[src/rtl/ldst_req_pkg.sv]
package ldst_req_pkg;

    typedef enum logic [2:0] {
        S_IDLE,
        S_WAIT_ADDR,
        S_SEND_STORE,
        S_WAIT_LOAD,
        S_WAIT_NOT_BUSY
    } req_state_e;

    typedef enum logic [1:0] {
        DONE_NONE,
        DONE_LOAD,
        DONE_STORE,
        DONE_FAULT
    } done_kind_e;

endpackage

[src/rtl/ldst_req_hold.sv]
module ldst_req_hold #(
    parameter int AW = 48,
    parameter int DW = 64
) (
    input  logic          clk,
    input  logic          rst,
    input  logic          capture,
    input  logic          in_is_store,
    input  logic [AW-1:0] in_addr,
    input  logic [DW-1:0] in_wdata,
    output logic          hold_is_store,
    output logic [AW-1:0] hold_addr,
    output logic [DW-1:0] hold_wdata
);

    always_ff @(posedge clk) begin
        if (rst) begin
            hold_is_store <= 1'b0;
            hold_addr     <= '0;
            hold_wdata    <= '0;
        end else if (capture) begin
            hold_is_store <= in_is_store;
            hold_addr     <= in_addr;
            hold_wdata    <= in_wdata;
        end
    end

endmodule

[src/rtl/ldst_req_ctrl.sv]
module ldst_req_ctrl
    import ldst_req_pkg::*;
(
    input  logic       clk,
    input  logic       rst,
    input  logic       cmd_valid,
    input  logic       op_store,
    input  logic       busy,
    input  logic       addr_ok,
    input  logic       addr_exc,
    input  logic       ld_ok,
    output logic       cmd_ready,
    output logic       capture,
    output logic       ld_strobe,
    output logic       st_strobe,
    output logic       addr_vld,
    output logic       sdata_vld,
    output done_kind_e done
);

    req_state_e state_q;
    req_state_e state_d;

    // state register
    always_ff @(posedge clk) begin
        if (rst) state_q <= S_IDLE;
        else     state_q <= state_d;
    end

    // transitions
    always_comb begin
        state_d = state_q;
        done    = DONE_NONE;
        capture = 1'b0;
        unique case (state_q)
            S_IDLE: begin
                if (cmd_valid && !busy) begin
                    capture = 1'b1;
                    state_d = S_WAIT_ADDR;
                end
            end
            S_WAIT_ADDR: begin
                if (addr_exc) begin
                    done    = DONE_FAULT;
                    state_d = S_IDLE;
                end else if (addr_ok) begin
                    state_d = op_store ? S_SEND_STORE : S_WAIT_LOAD;
                end
            end
            S_SEND_STORE: begin
                state_d = S_WAIT_NOT_BUSY;
            end
            S_WAIT_LOAD: begin
                if (ld_ok) begin
                    done    = DONE_LOAD;
                    state_d = S_IDLE;
                end
            end
            S_WAIT_NOT_BUSY: begin
                if (!busy) begin
                    done    = DONE_STORE;
                    state_d = S_IDLE;
                end
            end
            default: state_d = S_IDLE;
        endcase
    end

    // outputs
    always_comb begin
        cmd_ready = 1'b0;
        ld_strobe = 1'b0;
        st_strobe = 1'b0;
        addr_vld  = 1'b0;
        sdata_vld = 1'b0;
        unique case (state_q)
            S_IDLE: cmd_ready = !busy;
            S_WAIT_ADDR: begin
                ld_strobe = !op_store;
                st_strobe = op_store;
                addr_vld  = 1'b1;
            end
            S_SEND_STORE: begin
                st_strobe = 1'b1;
                addr_vld  = 1'b1;
                sdata_vld = 1'b1;
            end
            S_WAIT_LOAD: begin
                ld_strobe = 1'b1;
                addr_vld  = 1'b1;
            end
            S_WAIT_NOT_BUSY: addr_vld = 1'b1;
            default: ;
        endcase
    end

    a_r5_data_after_accept: assert property (@(posedge clk) disable iff (rst)
        sdata_vld |-> $past(addr_ok));

    a_r5_data_one_cycle: assert property (@(posedge clk) disable iff (rst)
        sdata_vld |=> !sdata_vld);

    a_r6_exc_to_idle: assert property (@(posedge clk) disable iff (rst)
        (state_q == S_WAIT_ADDR && addr_exc) |=> (state_q == S_IDLE && !addr_vld));

    a_r2_strobe_after_cmd: assert property (@(posedge clk) disable iff (rst)
        $rose(ld_strobe || st_strobe) |-> $past(cmd_valid));

endmodule

[src/rtl/ldst_req_resp.sv]
module ldst_req_resp
    import ldst_req_pkg::*;
#(
    parameter int DW = 64
) (
    input  logic          clk,
    input  logic          rst,
    input  done_kind_e    done,
    input  logic [DW-1:0] ld_data,
    output logic          rsp_valid,
    output logic          rsp_error,
    output logic          rsp_is_store,
    output logic [DW-1:0] rsp_rdata
);

    always_ff @(posedge clk) begin
        if (rst) begin
            rsp_valid    <= 1'b0;
            rsp_error    <= 1'b0;
            rsp_is_store <= 1'b0;
            rsp_rdata    <= '0;
        end else begin
            rsp_valid    <= (done != DONE_NONE);
            rsp_error    <= (done == DONE_FAULT);
            rsp_is_store <= (done == DONE_STORE);
            rsp_rdata    <= (done == DONE_LOAD) ? ld_data : '0;
        end
    end

    a_r7_load_capture: assert property (@(posedge clk) disable iff (rst)
        (done == DONE_LOAD) |=> (rsp_valid && !rsp_error && rsp_rdata == $past(ld_data)));

    a_r10_single_pulse: assert property (@(posedge clk) disable iff (rst)
        (rsp_valid && $past(rsp_valid)) |-> 1'b0);

endmodule

[src/rtl/ldst_req_port.sv]
module ldst_req_port
    import ldst_req_pkg::*;
#(
    parameter int AW = 48,
    parameter int DW = 64
) (
    input  logic          clk,
    input  logic          rst,
    input  logic          cmd_valid,
    output logic          cmd_ready,
    input  logic          cmd_is_store,
    input  logic [AW-1:0] cmd_addr,
    input  logic [DW-1:0] cmd_wdata,
    output logic          rsp_valid,
    output logic          rsp_error,
    output logic          rsp_is_store,
    output logic [DW-1:0] rsp_rdata,
    output logic          prt_ld,
    output logic          prt_st,
    output logic          prt_die,
    output logic          prt_addr_vld,
    output logic [AW-1:0] prt_addr,
    output logic          prt_sdata_vld,
    output logic [DW-1:0] prt_sdata,
    input  logic          prt_busy,
    input  logic          prt_addr_ok,
    input  logic          prt_addr_exc,
    input  logic          prt_ld_ok,
    input  logic [DW-1:0] prt_ld_data
);

    logic       capture;
    logic       op_store;
    done_kind_e done;

    assign prt_die = rst;

    ldst_req_hold #(.AW(AW), .DW(DW)) u_hold (
        .clk           (clk),
        .rst           (rst),
        .capture       (capture),
        .in_is_store   (cmd_is_store),
        .in_addr       (cmd_addr),
        .in_wdata      (cmd_wdata),
        .hold_is_store (op_store),
        .hold_addr     (prt_addr),
        .hold_wdata    (prt_sdata)
    );

    ldst_req_ctrl u_ctrl (
        .clk       (clk),
        .rst       (rst),
        .cmd_valid (cmd_valid),
        .op_store  (op_store),
        .busy      (prt_busy),
        .addr_ok   (prt_addr_ok),
        .addr_exc  (prt_addr_exc),
        .ld_ok     (prt_ld_ok),
        .cmd_ready (cmd_ready),
        .capture   (capture),
        .ld_strobe (prt_ld),
        .st_strobe (prt_st),
        .addr_vld  (prt_addr_vld),
        .sdata_vld (prt_sdata_vld),
        .done      (done)
    );

    ldst_req_resp #(.DW(DW)) u_resp (
        .clk          (clk),
        .rst          (rst),
        .done         (done),
        .ld_data      (prt_ld_data),
        .rsp_valid    (rsp_valid),
        .rsp_error    (rsp_error),
        .rsp_is_store (rsp_is_store),
        .rsp_rdata    (rsp_rdata)
    );

    a_r1_accept_not_busy: assert property (@(posedge clk) disable iff (rst)
        (cmd_valid && cmd_ready) |-> !prt_busy);

    a_r3_addr_held: assert property (@(posedge clk) disable iff (rst)
        (prt_addr_vld && prt_busy) |=> (prt_addr_vld && $stable(prt_addr)));

    a_r2_one_strobe: assert property (@(posedge clk) disable iff (rst)
        (prt_ld || prt_st) |-> (prt_addr_vld && !(prt_ld && prt_st)));

    a_r8_store_done: assert property (@(posedge clk) disable iff (rst)
        (prt_addr_vld && !prt_ld && !prt_st && !prt_busy) |=> (rsp_valid && rsp_is_store));

endmodule

[config.mk]
export PLATFORM = sky130hd
export DESIGN_NAME = ldst_req_port
export DESIGN_NICKNAME = d
export VERILOG_FILES = /design/src/rtl/ldst_req_pkg.sv /design/src/rtl/ldst_req_hold.sv /design/src/rtl/ldst_req_ctrl.sv /design/src/rtl/ldst_req_resp.sv /design/src/rtl/ldst_req_port.sv
export SDC_FILE = /design/constraint.sdc
export NUM_CORES = 1
export LEC_CHECK = 0
export ABC_AREA = 1
export BUFFER_PORTS_ARGS = -buffer_cell sky130_fd_sc_hd__buf_2
export CAP_MARGIN = 20
export CORE_AREA = 2 2 142 144
export DETAILED_ROUTE_END_ITERATION = 6
export DIE_AREA = 0 0 144 146
export SLEW_MARGIN = 30
export SYNTH_ARGS = -nofsm -noshare
export SYNTH_HDL_FRONTEND = slang
export SYNTH_SLANG_ARGS = --single-unit
[constraint.sdc]
create_clock -name clk -period 1.8 [get_ports clk]
set_clock_uncertainty 0.1 [all_clocks]
set_input_delay 0.18 -clock clk [delete_from_list [all_inputs] [get_ports clk]]
set_output_delay 0.18 -clock clk [all_outputs]
set_load 0.005 [all_outputs]
==> results of run 1 <==
power by group:
group	internal [uW]	total, uW	leakage, uW	switching [uW]
clock	2060	3800	0.000292	1740
sequential	4640	4930	0.00149	286
combinational	1220	2650	0.00386	1430
total	7920	11400	0.00565	3450
cells in the final DEF (no fill, tap or decap), types with 4 or more instances in the layout:
master         instances
inv_1                 72
buf_2                368
o21ai_0               97
buf_12                 5
dlygate4sd3_1        183
clkbuf_16             17
o21ai_1               18
nor2_1               300
inv_6                  4
dfxtp_1              181
nand2_1               16
stage by stage:
stage	worst slack [ps]	cells
floorplan	458	744
global placement	268	1342
detailed placement	215	1342
CTS	14.0	1557
global route	-9.20	1557
finish	89.3	1558
registers in the layout (all words and copies together) (netlist names):
name and flops:
u_hold.hold_is_store 1, u_resp.rsp_is_store 1, u_hold.hold_wdata 64, u_resp.rsp_valid 1, u_ctrl.state_q 3, u_hold.hold_addr 48, u_resp.rsp_error 1, u_resp.rsp_rdata 64
critical path, delay by kind of cell (launching register included):
kind                   cells  cell delay [ps]
flip-flops                 1              390
buffers and inverters      3              340
AND/OR/NAND/NOR            2              300
routing by layer:
metal,vias up,GRT usage [%]
met4,0,7.60
li1,3337,-
met3,44,6.91
met5,-,0
met2,283,33.8
met1,3012,21.3
cells by family after synthesis:
logic type,after synthesis
buf+inv,117
simple gates,326
flops,183
compound gates,118
worst min-delay path by stage:
stage / from / to / slack, ps / depth (start not counted)
final: prt_addr_ok / u_ctrl.state_q[1]$_SDFFE_PP0P_ / 60 / 6
after global routing: prt_addr_ok / u_ctrl.state_q[1]$_SDFFE_PP0P_ / 110 / 6
after CTS: prt_addr_ok / u_ctrl.state_q[1]$_SDFFE_PP0P_ / 40 / 6
after detailed placement: prt_ld_data[59] / u_resp.rsp_rdata[59]$_SDFF_PP0_ / 300 / 3
after global placement: prt_ld_data[62] / u_resp.rsp_rdata[62]$_SDFF_PP0_ / 290 / 3
after floorplan: rst / u_ctrl.state_q[2]$_SDFFE_PP0P_ / 150 / 1
repair_timing:
action / in CTS / in global routing
setup buffers: 0 / 0
hold endpoints to repair: 181 / 0
gates resized for setup: 0 / 4
hold buffers: 183 / 0
setup endpoints to repair: 0 / 3
cell type report:
cell class	instances	area [um2]	share of cell area (%)
clock inverters	13	155	1.47
well taps	265	332	3.15
clock buffers	19	453	4.30
inverters	74	279	2.65
repair buffers	559	3800	36.0
diodes	1	2.50	0.0238
flip-flops and latches	183	3670	34.8
multi-input cells	444	1850	17.6
==> results.sh, run 1 <==
export IMPL_status="finished clean"
export IMPL_syn_num_nets=928
export IMPL_cts_sinks=183
export IMPL_wl_per_cell_um=13.5
export IMPL_critPathKind="reg -> out"
export IMPL_netlist_top_cells_count="nor2_1, dfxtp_1, o21ai_0"
export IMPL_timing_hold_worst_class="in -> reg"
export IMPL_synth_seq_area_share_pct=60.5
export IMPL_core_area_um2=19300
export IMPL_cp_endpoint="prt_addr_vld"
export IMPL_period_minus_slack_ps=1710
export IMPL_design_area_um2=10500
export IMPL_hold_ws_ps=57.4
export IMPL_synth_top_area_share_pct=60.5
export IMPL_r2r_cells=6
export IMPL_reg2reg_from="u_ctrl.state_q[2]$_SDFFE_PP0P_"
export IMPL_grtUsageTotal_pct=19.4
export IMPL_syn2layout_area_growth_pct=73.8
export IMPL_die_area_um2=21000
export IMPL_port_buffers=368
export IMPL_gp_congestion=0.782
export IMPL_postPlaceCellArea_um2=8080
export IMPL_drcViolationCount=0
export IMPL_avgViaCountPerCell=4.28
export IMPL_syn_area_um2=6060
export IMPL_ys_top_cells_by_area="dfxtp_1, nor2_1, o21ai_0"
export IMPL_vias=6676
export IMPL_tightestPinTransition_ps=468
export IMPL_met1_length_um=8300
export IMPL_ioPinCount=369
export IMPL_slowest_delay_ps=390
export IMPL_drive_gt1_share_pct=32.4
export IMPL_synthSimpleGateAreaFrac_pct=20.6
export IMPL_fill_cells=1732
export IMPL_cts_htree_levels=4
export IMPL_setup_worst_path_end_class="output pin"
export IMPL_drt_total_wl_um=21000
export IMPL_grt_pass1_wl_um=32400
export IMPL_finalSetupTns_ps=0
export IMPL_synth_cell_types=20
export IMPL_hpwl_um=13000
export IMPL_fmax_mhz=585
export IMPL_die_h_um=146
export IMPL_synthMuxAreaShare_pct=0
export IMPL_antenna_found_initial=1
export IMPL_final_antenna_net_count=0
export IMPL_wl_met2_um=10300
export IMPL_synth_edff_count=0
export IMPL_regToRegSetupSlack_ps=110
export IMPL_cts_tree="yes"
export IMPL_clock_latency_ps=410
export IMPL_top_layer_used="met4"
export IMPL_ir_drop_mv=0.561
export IMPL_ys_seq_elements=183
export IMPL_rows=51
export IMPL_power_density_nw_per_um2=1080
export IMPL_synthAdderAreaFrac_pct=0
export IMPL_cts_reportedPaths_clkPinSlew_ps=60
export IMPL_crit_start="u_ctrl.state_q[1]$_SDFFE_PP0P_"
export IMPL_numCtsBuffers=17
export IMPL_clock_path_buffers=2
export IMPL_synth_area_per_cell_um2=8.14
export IMPL_fin_nets=1463
export IMPL_async_flop_share_pct=0
export IMPL_yosysMostFrequentCell="nor2_1"
export IMPL_synth_xor_area_share_pct=0
export IMPL_synth_top_family_by_area="simple AND/OR/NAND/NOR gates"
export IMPL_yosys_warnings=0
export IMPL_fin_crit_sh_pct=95.0
export IMPL_grt_ovfl_total=0
export IMPL_synth_ff_type="dfxtp_1"
export IMPL_drt_pre_antenna_iters=5
export IMPL_fin_util_pct=54.5
export IMPL_worstPathArrival_ps=1430
export IMPL_worstReg2RegEnd="u_resp.rsp_valid$_SDFF_PP0_"
export IMPL_cp_required_ps=1520
export IMPL_slew_headroom_pct=68.8
export IMPL_report_power_total_uw=11400
export IMPL_start_util_pct=31.3
export IMPL_dieWidth_um=144
export IMPL_setup_viol=0
export IMPL_leakage_uw=0.00565
export IMPL_slew_viol_final=0
export IMPL_route_met3_wl_um=1800
export IMPL_dr_first_iter_drc_count=291
export IMPL_first_global_vias=6544
export IMPL_worstPathMaxFanout=5
export IMPL_maxCapViolations=0
export IMPL_synth_compound_area_share_pct=9.77
export IMPL_root_buffer="clkbuf_16"
export IMPL_crit_chain="inv_1 > nor3_1 > inv_1 > nand2_1 > buf_2"
export IMPL_hold_viol=0
export IMPL_postSynthCellCount=744
export IMPL_cp_common_cell="inv_1"
export IMPL_yosys_area_top_type="dfxtp_1"
export IMPL_start_kind="flop"
export IMPL_grt_max_degree=97
export IMPL_crit_slowest_cell="dfxtp_2"
Note: power is estimated with default switching activity, not from simulation.
==> inputs of run 2 (changes only) <==
Settings changed: CORE_AREA 2 2 142 144 to 2 2 144 146, DIE_AREA 0 0 144 146 to 0 0 146 148, PLACE_DENSITY_LB_ADDON set to 0.3, SYNTH_HIERARCHICAL set to 1.
==> run 2 against run 1 <==
The run now ends with negative setup slack left; synthesized cell count is 31% higher; register-to-register slack lost 140 ps; global-route usage up 0.78 points; largest cell class unchanged; hold slack worse by 21 ps; highest routed layer unchanged; flip-flop and latch count unchanged; maximum frequency down 6.7%; synthesized area is 15% higher.
==> results.sh, run 2 <==
export IMPL_status="finished, violations left"
export IMPL_failed_checks="negative setup slack"
export IMPL_core_area_um2=20000
export IMPL_top_regs="u_hold/hold_wdata x64, u_resp/rsp_rdata x64, u_hold/hold_addr x48"
export IMPL_final_antenna_net_count=0
export IMPL_worst_slack_ps=-33.5
export IMPL_die_h_um=148
export IMPL_power_density_nw_per_um2=1100
export IMPL_report_power_total_uw=13200
export IMPL_synth_xor_area_share_pct=0
export IMPL_synthSimpleGateAreaFrac_pct=32.2
export IMPL_drt_total_wl_um=24400
export IMPL_gp_congestion=0.823
export IMPL_first_global_vias=7293
export IMPL_fin_crit_sh_pct=102
export IMPL_avgViaCountPerCell=4.18
export IMPL_hold_viol=0
export IMPL_cts_sinks=183
export IMPL_cts_reportedPaths_clkPinSlew_ps=80
export IMPL_clock_latency_ps=420
export IMPL_fin_nets=1727
export IMPL_synth_top_family_by_area="simple AND/OR/NAND/NOR gates"
export IMPL_start_kind="flop"
export IMPL_cts_tree="yes"
export IMPL_slew_headroom_pct=73.6
export IMPL_synth_cell_types=19
export IMPL_postSynthCellCount=976
export IMPL_setup_viol=1
export IMPL_yosysMostFrequentCell="nor2_1"
export IMPL_mostFrequentLayoutCell="buf_2"
export IMPL_slew_viol_final=0
export IMPL_fmax_mhz=545
export IMPL_cts_htree_levels=4
export IMPL_ys_seq_elements=183
export IMPL_syn_area_um2=6990
export IMPL_worstPathArrival_ps=2050
export IMPL_drt_pre_antenna_iters=5
export IMPL_vias=7641
export IMPL_drive_gt1_share_pct=33.5
export IMPL_clock_path_buffers=2
export IMPL_crit_start="u_ctrl/state_q[0]$_SDFFE_PP0P_"
export IMPL_port_buffers=368
export IMPL_ioPinCount=369
export IMPL_start_util_pct=34.9
export IMPL_period_minus_slack_ps=1830
export IMPL_wl_per_cell_um=13.4
export IMPL_path_buf_inv=4
export IMPL_synth_seq_area_share_pct=52.4
export IMPL_syn_num_nets=1160
export IMPL_root_buffer="clkbuf_16"
export IMPL_hp_start="cmd_wdata[41]"
export IMPL_critPathKind="reg -> reg"
export IMPL_hold_ws_ps=36.7
export IMPL_slowest_delay_ps=330
export IMPL_tightestPinTransition_ps=396
export IMPL_leakage_uw=0.00661
export IMPL_synth_top_area_share_pct=52.4
export IMPL_synthMuxAreaShare_pct=0
export IMPL_grt_max_degree=80
export IMPL_async_flop_share_pct=0
export IMPL_crit_slowest_cell="dfxtp_2"
export IMPL_dr_first_iter_drc_count=344
export IMPL_reg2reg_from="u_ctrl/state_q[0]$_SDFFE_PP0P_"
export IMPL_grt_pass1_wl_um=35200
export IMPL_hpwl_um=14300
export IMPL_layout_common_cells="buf_2, nor2_1, nand2_1, inv_1, dfxtp_1"
export IMPL_antenna_found_initial=0
export IMPL_drcViolationCount=0
export IMPL_cp_top_family="simple AND/OR/NAND/NOR gates"
export IMPL_synth_area_per_cell_um2=7.16
export IMPL_timing_hold_worst_class="in -> reg"
export IMPL_crit_chain="buf_6 > nor2_4 > nand2_4 > nor3_4 > buf_6 > buf_12 > clkbuf_16 > nand2_1 > nand2_1 > nor2_1"
export IMPL_setup_worst_path_end_class="flop"
export IMPL_antenna_diode_count=0
export IMPL_dieWidth_um=146
export IMPL_synth_edff_count=0
export IMPL_die_area_um2=21600
export IMPL_ys_top_cells_by_area="dfxtp_1, nor2_1, nand2_1"
export IMPL_numCtsBuffers=17
export IMPL_cp_required_ps=2020
export IMPL_syn2layout_area_growth_pct=71.3
export IMPL_yosys_warnings=6
export IMPL_netlist_top_cells_count="nor2_1, nand2_1, inv_1"
export IMPL_grt_ovfl_total=0
export IMPL_worstPathMaxFanout=7
export IMPL_yosys_area_top_type="dfxtp_1"
export IMPL_synth_ff_type="dfxtp_1"
export IMPL_synth_compound_area_share_pct=0.627
export IMPL_maxCapViolations=0
export IMPL_ir_drop_mv=0.612
export IMPL_grtUsageTotal_pct=20.2
export IMPL_rows=52
export IMPL_synthAdderAreaFrac_pct=0
==> run 2: cell types whose count changed after synthesis, sizes merged, moves of 3 or more <==
cell    previous run  this run
buf               31        38
clkbuf            12         6
inv               74       191
nand2             17       237
nand3              3         6
o21ai            115         3
==> run 2: where the power goes <==
| part | switching, uW | internal [uW] |
|---|---|---|
| Sequential | 347 | 4760 |
| Clock | 1880 | 1890 |
| Combinational | 2160 | 2160 |
==> run 2: worst reg2reg max path, stage by stage (launching register included) <==
cell and delay (ps):
dfxtp_2 330, buf_6 120, nor2_4 150, nand2_4 90
nor3_4 260, buf_6 170, buf_12 140, clkbuf_16 150
nand2_1 80, nand2_1 90, nor2_1 60
==> run 2: final cells by class <==
cell class | count | area (um2)
inverters | 192 | 722
fillers | 1717 | 8070
clock buffers | 17 | 425
flip-flops and latches | 183 | 3670
multi-input cells | 558 | 2340
clock inverters | 15 | 179
well taps | 270 | 338
repair buffers | 591 | 4300
==> run 2: cell families (layout without fill, tap and decap cells) <==
logic type	count (synthesis)	after routing
buffers and inverters	236	815
AND/OR/NAND/NOR	549	550
flip-flops	183	183
AO/OA/AOI/OAI	8	8
==> run 2: metal layers <==
layer	routed length, um	part of all wire [%]	up-vias	global-route usage [%]
met1	9600	39	3380	22.2
met2	12100	49	331	36.0
met3	2110	8.7	42	7.16
li1	-	-	3888	-
met4	611	2.5	0	7.33
met5	0	0	-	0
==> run 2: path summary, 6_finish.rpt <==
check                                  endpoint  slack [ps]  cells after the start
max reg2reg   u_hold/hold_addr[47]$_SDFFE_PP0P_         -30                     10
min reg2reg  u_hold/hold_wdata[17]$_SDFFE_PP0P_         370                      2
min          u_hold/hold_wdata[41]$_SDFFE_PP0P_          40                      5
max           u_hold/hold_addr[47]$_SDFFE_PP0P_         -30                     10
==> run 2: what timing repair did <==
item,4_1_cts,5_1_grt
gates resized for setup,5,22
cloned,0,13
pin swaps,1,5
endpoints found under the hold margin,178,0
buffers inserted,2,10
hold buffers,177,0
setup endpoints to repair,4,159
==> run 2: per-stage QoR <==
stage,instances,cell area (um2),utilization (%),worst slack [ps],setup TNS [ps]
floorplan,976,6990,-,55.8,0
global placement,1592,9130,45.5,63.9,0
detailed placement,1592,9130,45.5,14.8,0
CTS,1803,11500,57.5,36.5,0
global route,1826,12000,59.7,-99.1,-978
finish,1826,12000,59.7,-33.5,-33.5
